==> src/rtl/txen_pkg.sv <==
package txen_pkg;

    localparam int CNT_W = 16;
    localparam int REP_W = 5;
    localparam int SEL_W = 2;

    typedef enum logic {
        PH_HIGH = 1'b0,
        PH_LOW  = 1'b1
    } phase_e;

    typedef enum logic [SEL_W-1:0] {
        FS_KEEP_A = 2'b00,
        FS_KEEP_B = 2'b01,
        FS_UPDATE = 2'b10,
        FS_ENABLE = 2'b11
    } strobe_sel_e;

    typedef struct packed {
        logic [CNT_W-1:0] high_cnt;
        logic [CNT_W-1:0] low_cnt;
        logic [REP_W-1:0] reps;
    } pattern_cfg_t;

    typedef struct packed {
        logic             run;
        logic             sel;
        phase_e           ph;
        logic [CNT_W-1:0] cnt;
        logic [REP_W-1:0] rep;
    } seq_state_t;

    typedef struct packed {
        logic valid;
        logic sel;
    } start_t;

    // A zero count still occupies one clock.
    function automatic logic [CNT_W-1:0] phase_span(input logic [CNT_W-1:0] c);
        return (c == '0) ? CNT_W'(1) : c;
    endfunction

    function automatic logic phase_done(input logic [CNT_W-1:0] cnt,
                                        input logic [CNT_W-1:0] c);
        return cnt == (phase_span(c) - CNT_W'(1));
    endfunction

    // First pattern to play after an update; none when both counts are zero.
    function automatic start_t pick_start(input logic [REP_W-1:0] reps_a,
                                          input logic [REP_W-1:0] reps_b);
        start_t s;
        s.valid = (reps_a != '0) || (reps_b != '0);
        s.sel   = (reps_a == '0);
        return s;
    endfunction

endpackage

==> src/rtl/txen_seq_core.sv <==
module txen_seq_core
    import txen_pkg::*;
(
    input  logic         clk,
    input  logic         rst,
    input  logic         upd_i,
    input  pattern_cfg_t cfg_a,
    input  pattern_cfg_t cfg_b,
    output logic         raw_o
);

    seq_state_t   st;
    seq_state_t   st_nxt;
    pattern_cfg_t cur;
    pattern_cfg_t oth;
    start_t       first;

    always_comb begin
        cur   = st.sel ? cfg_b : cfg_a;
        oth   = st.sel ? cfg_a : cfg_b;
        first = pick_start(cfg_a.reps, cfg_b.reps);
    end

    always_comb begin
        st_nxt = st;
        if (upd_i) begin
            st_nxt.run = first.valid;
            st_nxt.sel = first.sel;
            st_nxt.ph  = PH_HIGH;
            st_nxt.cnt = '0;
            st_nxt.rep = '0;
        end else if (st.run) begin
            if (st.ph == PH_HIGH) begin
                if (phase_done(st.cnt, cur.high_cnt)) begin
                    st_nxt.ph  = PH_LOW;
                    st_nxt.cnt = '0;
                end else begin
                    st_nxt.cnt = st.cnt + CNT_W'(1);
                end
            end else begin
                if (phase_done(st.cnt, cur.low_cnt)) begin
                    st_nxt.ph  = PH_HIGH;
                    st_nxt.cnt = '0;
                    if (st.rep == (cur.reps - REP_W'(1))) begin
                        st_nxt.rep = '0;
                        if (oth.reps != '0) begin
                            st_nxt.sel = ~st.sel;
                        end
                    end else begin
                        st_nxt.rep = st.rep + REP_W'(1);
                    end
                end else begin
                    st_nxt.cnt = st.cnt + CNT_W'(1);
                end
            end
        end
    end

    always_ff @(posedge clk) begin
        if (rst) begin
            st.run <= 1'b0;
            st.sel <= 1'b0;
            st.ph  <= PH_HIGH;
            st.cnt <= '0;
            st.rep <= '0;
        end else begin
            st <= st_nxt;
        end
    end

    assign raw_o = st.run && (st.ph == PH_HIGH);

    AST_UPD_STARTS_HIGH: assert property (@(posedge clk) disable iff (rst)
        (upd_i && ((cfg_a.reps != '0) || (cfg_b.reps != '0))) |=> raw_o);

    AST_ALL_SKIPPED_LOW: assert property (@(posedge clk) disable iff (rst)
        (upd_i && (cfg_a.reps == '0) && (cfg_b.reps == '0)) |=> !raw_o);

    AST_PHASE_CNT_BOUND: assert property (@(posedge clk) disable iff (rst || upd_i)
        st.run |-> (st.cnt < phase_span((st.ph == PH_HIGH) ? cur.high_cnt : cur.low_cnt)));

    AST_REP_BOUND: assert property (@(posedge clk) disable iff (rst || upd_i)
        st.run |-> (st.rep < cur.reps));

    AST_RESTART_CLEARS: assert property (@(posedge clk) disable iff (rst)
        upd_i |=> (st.cnt == '0) && (st.rep == '0) && (st.ph == PH_HIGH));

endmodule

==> src/rtl/txen_pin_mux.sv <==
module txen_pin_mux
    import txen_pkg::*;
(
    input  logic             clk,
    input  logic             rst,
    input  logic             raw_i,
    input  logic             upd_i,
    input  logic             sync_en,
    input  logic             pin_ctl_en,
    input  logic [SEL_W-1:0] mode_i,
    input  logic             fs_default_i,
    output logic             txen_o,
    output logic             fs_o
);

    logic        txen_q;
    strobe_sel_e sel;

    always_ff @(posedge clk) begin
        if (rst) begin
            txen_q <= 1'b0;
        end else begin
            txen_q <= raw_i;
        end
    end

    assign txen_o = sync_en ? txen_q : raw_i;

    always_comb begin
        sel  = strobe_sel_e'(mode_i);
        fs_o = fs_default_i;
        if (pin_ctl_en) begin
            unique case (sel)
                FS_UPDATE: fs_o = upd_i;
                FS_ENABLE: fs_o = txen_o;
                default:   fs_o = fs_default_i;
            endcase
        end
    end

    AST_SYNC_ONE_CLOCK: assert property (@(posedge clk) disable iff (rst)
        (sync_en && $past(sync_en)) |-> (txen_o == $past(raw_i)));

endmodule

==> src/rtl/txen_cycle_gen.sv <==
module txen_cycle_gen
    import txen_pkg::*;
(
    input  logic             clk,
    input  logic             rst,
    input  logic [CNT_W-1:0] pa_high_cnt,
    input  logic [CNT_W-1:0] pa_low_cnt,
    input  logic [CNT_W-1:0] pb_high_cnt,
    input  logic [CNT_W-1:0] pb_low_cnt,
    input  logic [REP_W-1:0] pa_reps,
    input  logic [REP_W-1:0] pb_reps,
    input  logic [SEL_W-1:0] strobe_mode,
    input  logic             upd_i,
    input  logic             pin_ctl_en,
    input  logic             sync_en,
    input  logic             fs_default_i,
    output logic             txen_o,
    output logic             fs_o
);

    pattern_cfg_t cfg_a;
    pattern_cfg_t cfg_b;
    logic         raw_en;

    always_comb begin
        cfg_a.high_cnt = pa_high_cnt;
        cfg_a.low_cnt  = pa_low_cnt;
        cfg_a.reps     = pa_reps;
        cfg_b.high_cnt = pb_high_cnt;
        cfg_b.low_cnt  = pb_low_cnt;
        cfg_b.reps     = pb_reps;
    end

    txen_seq_core u_seq (
        .clk   (clk),
        .rst   (rst),
        .upd_i (upd_i),
        .cfg_a (cfg_a),
        .cfg_b (cfg_b),
        .raw_o (raw_en)
    );

    txen_pin_mux u_pin (
        .clk          (clk),
        .rst          (rst),
        .raw_i        (raw_en),
        .upd_i        (upd_i),
        .sync_en      (sync_en),
        .pin_ctl_en   (pin_ctl_en),
        .mode_i       (strobe_mode),
        .fs_default_i (fs_default_i),
        .txen_o       (txen_o),
        .fs_o         (fs_o)
    );

endmodule

==> config.mk <==
export PLATFORM = sky130hd
export DESIGN_NAME = txen_cycle_gen
export DESIGN_NICKNAME = d
export VERILOG_FILES = /design/src/rtl/txen_pkg.sv /design/src/rtl/txen_seq_core.sv /design/src/rtl/txen_pin_mux.sv /design/src/rtl/txen_cycle_gen.sv
export SDC_FILE = /design/constraint.sdc
export NUM_CORES = 1
export LEC_CHECK = 0
export BUFFER_PORTS_ARGS = -buffer_cell sky130_fd_sc_hd__buf_2
export CORE_ASPECT_RATIO = 0.6
export CORE_MARGIN = 2
export CORE_UTILIZATION = 50
export DETAILED_ROUTE_END_ITERATION = 7
export GPL_TIMING_DRIVEN = 0
export MAX_ROUTING_LAYER = met4
export PLACE_DENSITY = 0.77
export SLEW_MARGIN = 20
export SYNTH_ARGS = -nofsm -noshare
export SYNTH_HDL_FRONTEND = slang
export SYNTH_SLANG_ARGS = --single-unit
==> constraint.sdc <==
create_clock -name clk -period 11.8 [get_ports clk]
set_clock_uncertainty 0.15 [all_clocks]
set_input_delay 0.59 -clock clk [delete_from_list [all_inputs] [get_ports clk]]
set_output_delay 0.59 -clock clk [all_outputs]
set_load 0.05 [all_outputs]
==> results.yml, run 1 <==
timing:
  timing.hold.ws_ns: 0.318
  max_freq_mhz: 219
  fin_setup_tns_ns: 0
  timing.final.ws_setup_ns: 7.24
  tightest_slew_ns: 0.590
  setup_violations: 0
  finalCritPeriodShare_pct: 38.7
  rsz0062_at_grt: "no"
  finalMaxSlewViolations: 0
  final_hold_viol_count: 0
  period_needed_ns: 4.56
  slew_headroom_pct: 60.7
global_route:
  antenna_found_initial: 0
  grt_pass1_vias: 3483
  grt_busiest_layer: "met2"
  grt_util_met1_pct: 42.0
  grt_max_degree: 15
  grt-ovfl-total: 0
  groute.layer.met3.usage_pct: 4.46
  met2_usage_pct: 45.5
  grt_first_pass_wirelength_um: 17600
  grt_usage_pct: 29.4
placed_design:
  placed_cells: 617
  place_congestion: 0.952
  place_hpwl_um: 8660
  io_buffers: 83
  place_ws_ns: 7.37
logic_synthesis:
  seq_area_frac_synth_pct: 14.3
  synth.distinct_cells: 68
  ys_ff_latch: 25
  netlist_instances: 447
  syn_nets: 534
  synth_ff_type: "dfxtp_1"
  synth_area_sq_um: 3500
  syn_area_per_cell_sq_um: 7.83
  async_reset_ff_share_pct: 0
  yosys_warnings: 0
  synth_edf_count: 0
route:
  drt_wl_total_um: 11200
  viasPerCell: 6.36
  ant_nets: 0
  drtIter0Drc: 538
  avgRoutedWirePerCell_um: 18.0
  route.detailed.drc: 0
  drtPass1Iterations: 5
  via_count: 3947
clocking:
  ctsResizeCount: 0
  worstSkewPairLatency_ns: 0.26
  post_cts.repair.setup_buffers: 0
  clockBufferDepth: 2
  h-tree-depth: 1
  hold_buffers: 0
  cts-root-buf: "clkbuf_16"
  cts_tree: "yes"
  path_clk_slew_ns: 0.07
  clkSinkCount: 25
  numCtsBuffers: 3
pwr:
  irDropWorstVdd_v: 0.0000703
  p_leak_nw: 1.46
  powerDensity_nw_per_um2: 63.4
worst_hold_path:
  hp-class: "reg -> reg"
  min_path_cells: 2
  min_from: "u_seq.st[21]"
  hold_end: "u_seq.st[21]"
floorplanning:
  fp.dieArea_sq_um: 7710
  initial_core_util_pct: 52.0
  boundaryPins: 84
  fp.dieH_um: 68.8
  rows: 23
  core_sq_um: 6730
  die_w_um: 112
worst_setup_path:
  regToRegSetupSlack_ns: 7.24
  criticalPathCategory: "reg -> reg"
  crit_path_end_kind: "flop"
  reg2regPathDepth: 15
  r2r-start: "u_seq.st[22]"
  crit_path_start_kind: "flop"
  crit_arrival_ns: 4.54
  reg2reg_to: "u_seq.st[20]"
  critPathMaxFanout: 10
  worstPathRequired_ns: 11.78
layout:
  syn2layout_area_growth_pct: 17.3
  nets: 622
  n_antenna_cell: 0
  stdcell_count: 621
  fillers: 620
  drive_gt1_share_pct: 25.8
status:
  outcome: "finished clean"
flow_run:
  maxCapViolCount: 0
==> how the worst max path moves through the flow <==
stage | to | from | slack, ns | depth (start not counted)
after floorplan | fs_o | sync_en | 8.01 | 3
after global placement | u_seq.st[7] | u_seq.st[22] | 7.38 | 14
after detailed placement | u_seq.st[9] | u_seq.st[22] | 7.37 | 15
after CTS | u_seq.st[14] | u_seq.st[22] | 7.33 | 15
after global routing | u_seq.st[15] | u_seq.st[22] | 6.96 | 15
final | u_seq.st[20] | u_seq.st[22] | 7.24 | 15
==> cells in the mapped netlist (all sizes together), types with 10 or more instances <==
cell,count,area [sq um]
nand2,40,150
xnor2,34,298
mux2i,32,348
nor2,29,109
o21ai,27,139
dfxtp,25,500
nor4,22,189
clkbuf,21,78.8
nor3,21,110
a21oi,17,85.1
and3,15,93.8
o221ai,14,123
xor2,13,114
buf,12,83.8
or3,10,62.6
==> sequential cells by signal, indices dropped and copies added (netlist names) <==
name,count
u_seq.st,24
u_pin.txen_q,1
==> cells in the final DEF (no fill, tap or decap), drive strengths merged, types with 2 or more instances in the layout <==
cell type   n
a21o        2
a21oi      17
xnor2      34
a32o        2
clkbuf     24
mux2        6
nor3b       8
nor2       29
nand4       5
o21ai      27
o211a       4
o2111ai     5
or2         9
a211oi      2
a221oi      2
and3       15
or4         3
a211o       2
dfxtp      25
nor3       21
nor4b       6
nand2b      2
mux2i      32
or3        10
nand2      40
ha          5
a31oi       2
nor2b       4
xor2       13
buf        95
o221ai     14
a22oi       2
o32ai       3
inv         7
o31ai       5
o22ai       2
o211ai      7
o41ai       2
nand3       9
nor4       22
==> stage by stage <==
step	utilization, %	power, W	area (sq um)
6_report	61.0	0.000260	4110
3_3_place_gp	59.8	0.000180	4030
5_1_grt	61.0	0.000271	4110
2_1_floorplan	-	0.000149	3500
4_1_cts	61.0	0.000260	4110
3_5_place_dp	59.8	0.000183	4030
==> report_power, final <==
part           switching, W  internal (W)  total [W]
clock network     0.0000312     0.0000457  0.0000770
logic             0.0000561     0.0000408  0.0000970
registers        0.00000111     0.0000851  0.0000862
total             0.0000885      0.000172   0.000260
==> per-layer routing <==
| metal | vias up | part of all wire (%) |
|---|---|---|
| li1 | 1876 | - |
| met1 | 1848 | 47 |
| met2 | 204 | 42 |
| met3 | 19 | 10 |
| met4 | 0 | 0.96 |
| met5 | - | 0 |
==> final cells by class <==
cell class                      count  area, sq um  share of cell area [%]
Sequential cell                    25          500                    12.2
Multi-Input combinational cell    382         2810                    68.5
Inverter                            7         26.3                   0.640
Clock inverter                      1         5.00                   0.122
Tap cell                           87          109                    2.65
Clock buffer                        3         75.1                    1.83
Timing Repair Buffer               83          415                    10.1
Buffer                             33          163                    3.96
==> cell families (layout without fill, tap and decap cells) <==
logic type	Yosys count	count (layout)	synth area share, %
simple gates	187	187	32.3
compound gates	105	105	22.4
xor+xnor	47	47	11.8
buf+inv	40	127	5.40
mux	38	38	12.1
flops	25	25	14.3
fa+ha+maj	5	5	1.79
==> worst max-delay path, stage by stage, from the launching register on <==
cell and delay [ns]:
dfxtp_1 0.34, buf_4 0.25, buf_4 0.24, nor3_1 0.09, o22ai_1 0.35, nor4_1 0.17
a211oi_1 0.46, ha_1 0.37, o211ai_1 0.14, or3_1 0.44, o211a_1 0.26, o32ai_2 0.28
o2111ai_2 0.28, buf_2 0.29, o221ai_1 0.20, o21ai_0 0.12
(Power assumes the default switching activity.)
==> run 2: changes to the inputs <==
--- a/config.mk
+++ b/config.mk
@@ -12,7 +12,7 @@
 export DETAILED_ROUTE_END_ITERATION = 7
 export GPL_TIMING_DRIVEN = 0
 export MAX_ROUTING_LAYER = met4
-export PLACE_DENSITY = 0.77
+export PLACE_DENSITY = 0.8
 export SLEW_MARGIN = 20
 export SYNTH_ARGS = -nofsm -noshare
 export SYNTH_HDL_FRONTEND = slang
==> constraint.sdc (replaced) <==
create_clock -name clk -period 3.8 [get_ports clk]
set_clock_uncertainty 0.15 [all_clocks]
set_input_delay 0.19 -clock clk [delete_from_list [all_inputs] [get_ports clk]]
set_output_delay 0.19 -clock clk [all_outputs]
set_load 0.05 [all_outputs]
==> run 2 against run 1 <==
The run now ends with setup timing left. Clock power increased to 3.1 times the previous value. Register-to-register slack got worse by 7.4 ns. Design area increased by 19%. Critical path depth decreased by 1. Sequential power increased to 3.1 times the previous value. Critical endpoint is now u_seq.st[1]. Largest power group unchanged.
==> results.yml, run 2 (synthesis gave the netlist of run 1 again) <==
clocking:
  cts-root-buf: "clkbuf_16"
  cts_tree: "yes"
  path_clk_slew_ns: 0.06
  clockBufferDepth: 2
  numCtsBuffers: 3
  worstSkewPairLatency_ns: 0.26
  h-tree-depth: 1
  clkSinkCount: 25
floorplanning:
  boundaryPins: 84
  initial_core_util_pct: 52.0
  fp.dieArea_sq_um: 7710
  die_w_um: 112
  fp.dieH_um: 68.8
  core_sq_um: 6730
  rows: 23
global_route:
  antenna_found_initial: 0
  grt_max_degree: 14
  grt_usage_pct: 32.7
  grt_pass1_vias: 3917
  grt_first_pass_wirelength_um: 19500
  grt-ovfl-total: 0
worst_hold_path:
  hp-class: "in -> reg"
worst_setup_path:
  cpPeakStageDelay_ns: 0.53
  crit_path_end_kind: "flop"
  crit_chain: "buf_12 > mux2i_4 > o211ai_1 > nor4_4 > or2_4 > inv_4 > ha_4 > o21ai_4 > nor2_1 > a211o_1 > a221oi_4 > nand4_4 > or4_4 > a21oi_2"
  slowest_stage: "or4_4"
  critPathMaxFanout: 8
  criticalPathCategory: "reg -> reg"
  crit_arrival_ns: 3.97
  worstPathRequired_ns: 3.84
  crit_path_start_kind: "flop"
timing:
  timing.final.ws_setup_ns: -0.135
  timing.hold.ws_ns: 0.0366
  max_freq_mhz: 254
  finalCritPeriodShare_pct: 104
  rsz0062_at_grt: "yes"
  finalMaxSlewViolations: 0
  final_hold_viol_count: 0
  setup_violations: 17
  slew_headroom_pct: 53.6
  tightest_slew_ns: 0.695
  period_needed_ns: 3.93
status:
  outcome: "finished, violations left"
  violations: "setup timing"
placed_design:
  placed_cells: 617
  place_congestion: 0.942
  place_hpwl_um: 9130
  io_buffers: 83
  dpl_cell_area_sq_um: 4030
route:
  drtPass1Iterations: 6
  ant_nets: 0
  via_count: 4550
  viasPerCell: 6.81
  route.detailed.drc: 0
  drt_wl_total_um: 14300
  drtIter0Drc: 798
  avgRoutedWirePerCell_um: 21.4
layout:
  final_common_cell: "buf_2"
  largest-register: "u_seq.st"
  nets: 669
  syn2layout_area_growth_pct: 39.4
  n_antenna_cell: 0
  reg_top3: "u_seq.st x24, u_pin.txen_q x1"
  final_area_sq_um: 4880
  largest_register_ffs: 24
  final_cell_mix: "84 x buf_2, 44 x buf_4, 40 x nand2_1"
  stdcell_count: 668
  drive_gt1_share_pct: 37.3
flow_run:
  maxCapViolCount: 0
pwr:
  irDropWorstVdd_v: 0.000218
  p_leak_nw: 1.80
  power_w: 0.000894
  powerDensity_nw_per_um2: 183
## run 2: cell count changes in the layout (fill, tap and decap cells not counted), sizes merged
cell	delta
clkbuf	+1
clkinv	-1
buf	+47
## run 2: final cells by class
class / instances / area [sq um]
fillers: 474 / 1850
well taps: 87 / 109
flip-flops and latches: 25 / 504
plain buffers: 33 / 245
inverters: 7 / 28.8
clock buffers: 4 / 78.8
multi-input cells: 382 / 3130
repair buffers: 130 / 791
## run 2: worst paths after layout
path | from | slack, ns | end | depth (start not counted)
worst min-delay path | rst | 0.04 | u_seq.st[23] | 2
worst max register to register | u_seq.st[22] | -0.13 | u_seq.st[1] | 14
worst min register to register | u_seq.st[21] | 0.37 | u_seq.st[21] | 2
worst max-delay path | u_seq.st[22] | -0.13 | u_seq.st[1] | 14
## run 2: worst max-delay path: cells and delay by family (launching register included)
| kind | cells | cell delay, ns |
|---|---|---|
| AO/OA/AOI/OAI | 5 | 1.20 |
| adder cells (fa/ha/maj) | 1 | 0.17 |
| buffers and inverters | 2 | 0.20 |
| flip-flops | 1 | 0.41 |
| multiplexers | 1 | 0.29 |
| AND/OR/NAND/NOR | 5 | 1.44 |
## run 2: where the power goes
part / total, W / switching, W / leakage [nW] / internal [W]
combinational: 0.000386 / 0.000218 / 1.56 / 0.000168
sequential: 0.000270 / 0.00000551 / 0.203 / 0.000264
clock: 0.000238 / 0.0000949 / 0.0382 / 0.000144
## run 2: metal layers
metal / wire length (um) / track usage, % / up-vias
met1: 5610 / 41.2 / 2092
met4: 658 / 8.23 / 0
met5: 0 / - / -
met3: 1860 / 7.43 / 98
li1: - / - / 1974
met2: 6140 / 54.4 / 386
## run 2: metrics by stage
step	setup TNS [ns]	util, %	setup WS (ns)
5_1_grt	-3.55	72.5	-0.240
3_3_place_gp	-12.56	59.8	-0.646
3_5_place_dp	-14.91	59.8	-0.756
2_1_floorplan	0	-	0.0443
6_report	-1.05	72.5	-0.135
4_1_cts	0	66.4	0.00121
## run 2: timing repair
action | in CTS | in global routing
cloned | 0 | 3
gates resized for setup | 44 | 42
setup buffers | 20 | 25
setup endpoints to repair | 23 | 23
hold buffers | 0 | 0
pin swaps | 11 | 29
